`src/rtl/pmx_pkg.sv`:
```
package pmx_pkg;
   typedef enum logic [1:0] {
      OWNER_GPIO = 2'd0,
      OWNER_SPI  = 2'd1,
      OWNER_PWM  = 2'd2
   } owner_e;

   // Fixed ladder: PWM above SPI above GPIO
   function automatic owner_e resolve_owner(input logic pwm_on, input logic spi_on);
      if (pwm_on)      return OWNER_PWM;
      else if (spi_on) return OWNER_SPI;
      else             return OWNER_GPIO;
   endfunction
endpackage

```
`src/rtl/pmx_sync.sv`:
```
module pmx_sync #(
   parameter int WIDTH  = 4,
   parameter int STAGES = 2
) (
   input  logic             clk,
   input  logic [WIDTH-1:0] d,
   output logic [WIDTH-1:0] q
);
   logic [WIDTH-1:0] chain [STAGES];

   // No reset: the buffered pin state is not disturbed by reset
   always_ff @(posedge clk) begin
      chain[0] <= d;
      for (int k = 1; k < STAGES; k++) begin
         chain[k] <= chain[k-1];
      end
   end

   assign q = chain[STAGES-1];
endmodule

```
`src/rtl/pmx_regs.sv`:
```
module pmx_regs #(
   parameter int          NUM_PINS  = 4,
   parameter int          ADDR_W    = 8,
   parameter int          DATA_W    = 8,
   parameter logic [7:0]  ADDR_DATA = 8'h00,
   parameter logic [7:0]  ADDR_DIR  = 8'h01,
   parameter logic [7:0]  ADDR_IN   = 8'h02
) (
   input  logic                clk,
   input  logic                rst_n,
   input  logic                we,
   input  logic [ADDR_W-1:0]   addr,
   input  logic [DATA_W-1:0]   wdata,
   input  logic [NUM_PINS-1:0] pin_sync,
   output logic [NUM_PINS-1:0] data_q,
   output logic [NUM_PINS-1:0] dir_q,
   output logic [DATA_W-1:0]   rdata
);
   localparam logic [ADDR_W-1:0] A_DATA = ADDR_W'(ADDR_DATA);
   localparam logic [ADDR_W-1:0] A_DIR  = ADDR_W'(ADDR_DIR);
   localparam logic [ADDR_W-1:0] A_IN   = ADDR_W'(ADDR_IN);

   logic [NUM_PINS-1:0] wlo;
   assign wlo = wdata[NUM_PINS-1:0];

   generate
      if (DATA_W > NUM_PINS) begin : g_spare
         logic wdata_hi_unused;
         assign wdata_hi_unused = ^wdata[DATA_W-1:NUM_PINS];
      end
   endgenerate

   always_ff @(posedge clk or negedge rst_n) begin
      if (!rst_n) begin
         data_q <= '0;
         dir_q  <= '0;
      end else if (we) begin
         if (addr == A_DATA) data_q <= wlo;
         if (addr == A_DIR)  dir_q  <= wlo;
      end
   end

   always_comb begin
      rdata = '0;
      unique case (addr)
         A_DATA:  rdata[NUM_PINS-1:0] = (dir_q & data_q) | (~dir_q & pin_sync);
         A_DIR:   rdata[NUM_PINS-1:0] = dir_q;
         A_IN:    rdata[NUM_PINS-1:0] = pin_sync;
         default: rdata = '0;
      endcase
   end
endmodule

```
`src/rtl/pmx_pin_sel.sv`:
```
module pmx_pin_sel
   import pmx_pkg::*;
#(
   parameter int NUM_PINS = 4
) (
   input  logic [NUM_PINS-1:0] pwm_en,
   input  logic [NUM_PINS-1:0] pwm_out,
   input  logic                spi_route_en,
   input  logic [NUM_PINS-1:0] spi_out,
   input  logic [NUM_PINS-1:0] spi_oe,
   input  logic [NUM_PINS-1:0] gpio_data,
   input  logic [NUM_PINS-1:0] gpio_dir,
   output logic [NUM_PINS-1:0] pad_out,
   output logic [NUM_PINS-1:0] pad_oe
);
   generate
      for (genvar p = 0; p < NUM_PINS; p++) begin : g_pin
         owner_e own;
         assign own = resolve_owner(pwm_en[p], spi_route_en);
         always_comb begin
            unique case (own)
               OWNER_PWM: begin pad_out[p] = pwm_out[p];   pad_oe[p] = 1'b1;       end
               OWNER_SPI: begin pad_out[p] = spi_out[p];   pad_oe[p] = spi_oe[p];  end
               default:   begin pad_out[p] = gpio_data[p]; pad_oe[p] = gpio_dir[p]; end
            endcase
         end
      end
   endgenerate
endmodule

```
`src/rtl/pin_mux_port.sv`:
```
module pin_mux_port #(
   parameter int          NUM_PINS    = 4,
   parameter int          ADDR_W      = 8,
   parameter int          DATA_W      = 8,
   parameter int          SYNC_STAGES = 2,
   parameter logic [7:0]  ADDR_DATA   = 8'h00,
   parameter logic [7:0]  ADDR_DIR    = 8'h01,
   parameter logic [7:0]  ADDR_IN     = 8'h02
) (
   input  logic                clk,
   input  logic                rst_n,
   input  logic                bus_we,
   input  logic [ADDR_W-1:0]   bus_addr,
   input  logic [DATA_W-1:0]   bus_wdata,
   output logic [DATA_W-1:0]   bus_rdata,
   input  logic [NUM_PINS-1:0] pwm_en,
   input  logic [NUM_PINS-1:0] pwm_out,
   input  logic                spi_route_en,
   input  logic [NUM_PINS-1:0] spi_out,
   input  logic [NUM_PINS-1:0] spi_oe,
   input  logic [NUM_PINS-1:0] pad_in,
   output logic [NUM_PINS-1:0] pad_out,
   output logic [NUM_PINS-1:0] pad_oe
);
   generate
      if (NUM_PINS < 1 || NUM_PINS > DATA_W) begin : g_bad_pins
         $error("pin_mux_port: NUM_PINS must lie in 1..DATA_W");
      end
      if (SYNC_STAGES < 2) begin : g_bad_sync
         $error("pin_mux_port: SYNC_STAGES must be at least 2");
      end
      if (ADDR_W > 8) begin : g_bad_addr
         $error("pin_mux_port: ADDR_W must not exceed 8");
      end
   endgenerate

   logic [NUM_PINS-1:0] pin_sync;
   logic [NUM_PINS-1:0] data_reg;
   logic [NUM_PINS-1:0] dir_reg;

   pmx_sync #(.WIDTH(NUM_PINS), .STAGES(SYNC_STAGES)) u_sync (
      .clk (clk),
      .d   (pad_in),
      .q   (pin_sync)
   );

   pmx_regs #(
      .NUM_PINS(NUM_PINS), .ADDR_W(ADDR_W), .DATA_W(DATA_W),
      .ADDR_DATA(ADDR_DATA), .ADDR_DIR(ADDR_DIR), .ADDR_IN(ADDR_IN)
   ) u_regs (
      .clk      (clk),
      .rst_n    (rst_n),
      .we       (bus_we),
      .addr     (bus_addr),
      .wdata    (bus_wdata),
      .pin_sync (pin_sync),
      .data_q   (data_reg),
      .dir_q    (dir_reg),
      .rdata    (bus_rdata)
   );

   pmx_pin_sel #(.NUM_PINS(NUM_PINS)) u_sel (
      .pwm_en       (pwm_en),
      .pwm_out      (pwm_out),
      .spi_route_en (spi_route_en),
      .spi_out      (spi_out),
      .spi_oe       (spi_oe),
      .gpio_data    (data_reg),
      .gpio_dir     (dir_reg),
      .pad_out      (pad_out),
      .pad_oe       (pad_oe)
   );
endmodule

```
`config.mk`:
```
export PLATFORM = sky130hd
export DESIGN_NAME = pin_mux_port
export DESIGN_NICKNAME = d
export VERILOG_FILES = /design/src/rtl/pmx_pkg.sv /design/src/rtl/pmx_sync.sv /design/src/rtl/pmx_regs.sv /design/src/rtl/pmx_pin_sel.sv /design/src/rtl/pin_mux_port.sv
export SDC_FILE = /design/constraint.sdc
export NUM_CORES = 1
export LEC_CHECK = 0
export ABC_AREA = 1
export BUFFER_PORTS_ARGS = -buffer_cell sky130_fd_sc_hd__buf_2
export CAP_MARGIN = 25
export CORE_MARGIN = 8
export CORE_UTILIZATION = 45
export CTS_CLUSTER_DIAMETER = 100
export CTS_CLUSTER_SIZE = 28
export DETAILED_ROUTE_END_ITERATION = 10
export PLACE_DENSITY = 0.8
export SETUP_SLACK_MARGIN = 0.1
export SYNTH_ARGS = -nofsm -noshare
export SYNTH_HDL_FRONTEND = slang
export SYNTH_SLANG_ARGS = --single-unit
```
`constraint.sdc`:
```
create_clock -name clk -period 1.9 [get_ports clk]
set_input_delay 0.095 -clock clk [delete_from_list [all_inputs] [get_ports clk]]
set_output_delay 0.095 -clock clk [all_outputs]
set_load 0.05 [all_outputs]
```
Yosys cells after proc, flatten, opt, wreduce, memory -nomap -nowiden
Memories as Yosys holds them, arrays and structs flattened.
Index checks and enable logic that the tools add are counted.
Widths: inputs -> output; s select.
Cells by class
  eq/ne operators: 10
  bitwise gates (word level): 4
  muxes and demuxes: 14
  reductions and logical operators: 3
Operators by type and width (number)
  $pmux 1 s2: 8
  $pmux 4 s3: 1
  $and 4x4->4: 2
  $eq 2x1->1 const B: 4
  $eq 2x2->1 const B: 4
  $eq 8x1->1 const B: 1
  $eq 8x2->1 const B: 1
  $logic_not 8->1: 1
  $mux 2: 4
  $not 4->4: 1
  $or 4x4->4: 1
  $reduce_and 2->1: 2
  $mux 1: 1
Storage, ports and cells
  memories: 1
  bits in writable memories: 8
  register bits: 8
  output and inout port bits: 16
  logic and storage cells: 34
  bits of input ports: 40
Memories
  u_sync.chain: depth 2, width 4, rd ports 2, clocked after memory_dff 0, write ports 2, RTL line pmx_sync.sv:9  | logic [WIDTH-1:0] chain [STAGES];

Longest topological paths before layout
  depth after elaboration: 4
  mapped depth: 6
  mapped depth without buffers: 6

By module
Synthesis repeated with hierarchy kept, for this count alone.
Second synthesis, totals
  cell total of the unflattened synthesis: 137
  area, all modules: 963.4 um^2
Modules (own cells, without submodules)
  pmx_regs: times used 1, sequential area each 200.2 um^2, area an instance 596.8 um^2, cells each 88
  pmx_sync: times used 1, sequential area each 160.2 um^2, area an instance 190.2 um^2, cells each 12
  pmx_pin_sel: times used 1, sequential area each 0.0 um^2, area an instance 176.4 um^2, cells each 37

Worst setup path before layout
No wires, ideal clock.
  path kind: reg-to-output
  start point: register u_regs.dir_q[2]
  end point: output port pad_oe[2]
  required time: 1.805 ns
  arrival: 1.175 ns
  slack: 0.630 ns
  cell stages (with the launch flop): 3
  path buffers: 0
  cells stage by stage: dfrtp_1 -> inv_1 -> a21oi_1
Between the ends
  word-level cells in the longest chain between the ends: 1
Ends and longest elaborated chain
  start, declared: RTL line pmx_regs.sv:16  | output logic [NUM_PINS-1:0] dir_q,
  start signal, assigned: RTL line pmx_regs.sv:39  | if (addr == A_DIR) dir_q <= wlo;
  $pmux 1 s2: RTL line pmx_pin_sel.sv:21  | unique case (own)
  end, declared: RTL line pin_mux_port.sv:23  | output logic [NUM_PINS-1:0] pad_oe
No other way between the ends.

Final worst setup path
  start point: register u_regs.dir_q[3]
  end point: output port bus_rdata[3]
Between the ends
  word-level cells in the longest chain between the ends: 4
  elaborated cells between the ends (all ways): 5
  those cells by class: mux: 1; bitwise: 4
Ends and longest elaborated chain
  $not 4->4: RTL line pmx_regs.sv:46  | A_DATA: rdata[NUM_PINS-1:0] = (dir_q & data_q) | (~dir_q & pin_sync);
  $and 4x4->4: RTL line pmx_regs.sv:46
  $or 4x4->4: RTL line pmx_regs.sv:46
  $pmux 4 s3 (*): RTL line pmx_regs.sv:45  | unique case (addr)
  end, declared: RTL line pin_mux_port.sv:15  | output logic [DATA_W-1:0] bus_rdata,
Every way passes the cells marked *; elsewhere a longest branch is shown, timed or not.

==> summary.txt <==
status = completed
hold wc startpoint = bus_wdata[2]
Mapped Area = 917 um2
Nets = 228
WP data arrival = 1.40 ns
CTS tree = built
Synth Register Bits = 16
GR Util All Layers = 0.143
worst hold endpoint = u_regs.data_q[2]
Port Buffer Count = 47
chip height = 61.1 um
die area = 0.00374 mm2
Ports = 56
sequential-to-total area share from yosys stat = 0.393
largest net degree at the start of global routing = 11
core area = 0.00194 mm2
CP startpoint = u_regs.dir_q[3]
Max Clock Freq = 669 MHz
fillers = 181
clock skew = 0.000452 ns
Ys Warns = 0
synth unique cells = 20
Final Hold Vio Count = 0
Peak VDD IR = 0.000382 V
DRC Markers = 0
Reg2Reg Setup Slack = 1.20 ns
Die X = 61.1 um
initial antenna violation count = 0
wire length per cell = 12.2 um
critical path class = flop to primary output
FF-to-FF path depth = 2
Cells after Synth = 134
Final TNS setup = 0 ns
syn avg cell area = 6.84 um2
Hold Path Class = input port to flop
final WL = 2.61 mm
max-cap violations = 0
Detailed Routing Iterations Pass 1 = 4
period utilization = 0.786
GRT overflow = 0
Layout area overhead = 35.6%
Final setup viols = 0
Rows = 16
CTS buffer count = 3
Clock Path Buffers = 2
1st-iter DRT viols = 41
post-route setup slack = 0.406 ns
P per Cell Area = 624 mW/mm2
layout cells sized above 1 = 0.332
crit-path max FO = 5
remaining antenna violation count = 0
Initial Util = 0.472
RSZ-0062 raised after global routing = no
fin. max-slew vios = 0
Clock Sinks = 16
first-pass GRT wire length = 4.15 mm
Detail Placement HPWL = 2.11 mm
Critical Path Start Type = flop
WP data required = 1.80 ns
clk slew on worst S/H paths = 0.09 ns
vias in the first global route = 994
Worst-Skew Late Latency = 0.29 ns
reg2reg start = u_regs.dir_q[3]
r2r endpoint = u_regs.dir_q[3]
routability cong. = 0.783
endpoint type of the worst setup path = primary output
pre-CTS setup slack = 0.740 ns
Avg Vias per Cell = 4.82
antenna cells = 0
WHS Path Cells = 3
Final Critical Period = 1.49 ns
DR vias = 1031
Lkg Pwr = 0.717 nW
H-Tree Depth = 1
root buf cell = clkbuf_4
## synth_stat cells
| master | count | area, um2 |
|---|---|---|
| dfxtp_1 | 8 | 160 |
| nor2_1 | 12 | 45.0 |
| clkinv_2 | 1 | 5.00 |
| nand2_2 | 1 | 6.26 |
| nand2_1 | 48 | 180 |
| inv_2 | 1 | 3.75 |
| nand3_1 | 24 | 120 |
| nor2_2 | 3 | 18.8 |
| o21ai_0 | 3 | 15.0 |
| conb_1 | 1 | 3.75 |
| buf_2 | 2 | 10.0 |
| nand3_2 | 1 | 10.0 |
| inv_1 | 8 | 30.0 |
| nor2_8 | 1 | 20.0 |
| buf_4 | 4 | 30.0 |
| nor2_4 | 1 | 11.3 |
| nand2_4 | 2 | 22.5 |
| a21oi_1 | 4 | 20.0 |
| dfrtp_1 | 8 | 200 |
| nor3_1 | 1 | 5.00 |
## flip-flops by register name (all words and copies together) (netlist names)
name and flops:
u_regs.data_q 4, u_regs.dir_q 4, u_sync.chain 8
## cell usage in the layout, fill, tap and decap left out
cell	n
o21ai_0	3
nor3_1	1
buf_2	47
nor2_4	1
clkbuf_8	1
clkinv_2	1
nand2_2	1
inv_1	8
dlygate4sd3_1	5
clkbuf_4	3
nor2_1	12
nand3_2	1
conb_1	4
nor2_8	1
nand3_1	24
nor2_2	3
nand2_4	2
dfxtp_1	8
nand2_1	48
a21oi_1	4
inv_2	1
dfrtp_1	8
## critical path, cell delays in order, from the launching register on
cell	delay, ns
dfrtp_1	0.45
o21ai_0	0.22
nand2_1	0.09
nand3_1	0.09
buf_2	0.26
## how the worst max path moves through the flow
stage | slack [ns] | to | depth (start not counted)
2_1_floorplan | 0.63 | pad_oe[2] | 2
3_3_place_gp | 0.76 | bus_rdata[1] | 7
3_5_place_dp | 0.74 | bus_rdata[3] | 7
4_1_cts | 0.40 | bus_rdata[3] | 4
5_1_grt | 0.33 | bus_rdata[3] | 4
6_report | 0.41 | bus_rdata[3] | 4
## metrics by stage
stage          instances  hold WS (ns)  power, mW   util  area, um2
5_1_grt              214        0.0698      0.811  0.640       1240
2_1_floorplan        137        -0.201      0.495      -        928
4_1_cts              214        0.0542      0.779  0.640       1240
3_3_place_gp         205       -0.0600      0.546  0.596       1160
6_report             214        0.0559      0.776  0.640       1240
3_5_place_dp         205       -0.0545      0.551  0.596       1160
## routing by layer
metal,global-route usage,vias to the layer above,part of all wire
li1,-,522,-
met1,0.131,449,0.36
met2,0.273,58,0.51
met3,0.0501,2,0.12
met4,0.0664,0,0.0088
met5,0,-,0
## layout make-up
cell class,instances,area (um2),area share
Multi-Input combinational cell,105,489,0.393
Sequential cell,16,360,0.290
Timing Repair Buffer,52,285,0.229
Inverter,10,38.8,0.0312
Clock buffer,4,36.3,0.0292
Tap cell,27,33.8,0.0272
## power breakdown
| part | internal, mW | switching, mW | total (mW) |
|---|---|---|---|
| registers | 0.355 | 0.0137 | 0.368 |
| clock network | 0.117 | 0.108 | 0.225 |
| logic | 0.0598 | 0.123 | 0.183 |
| total | 0.531 | 0.245 | 0.776 |
## repair_timing
action                                 in CTS  in global routing
hold buffers                                5                  0
resized for setup                           0                  0
setup buffers                               0                  0
endpoints found under the hold margin      12                  0
## cell families after synthesis
logic type | count (synthesis) | share of synthesized area
AND/OR/NAND/NOR | 94 | 0.479
flip-flops | 16 | 0.393
buffers and inverters | 16 | 0.0859
AO/OA/AOI/OAI | 7 | 0.0382
other | 1 | 0.00409
No activity file was read; power rests on OpenSTA's default activity.
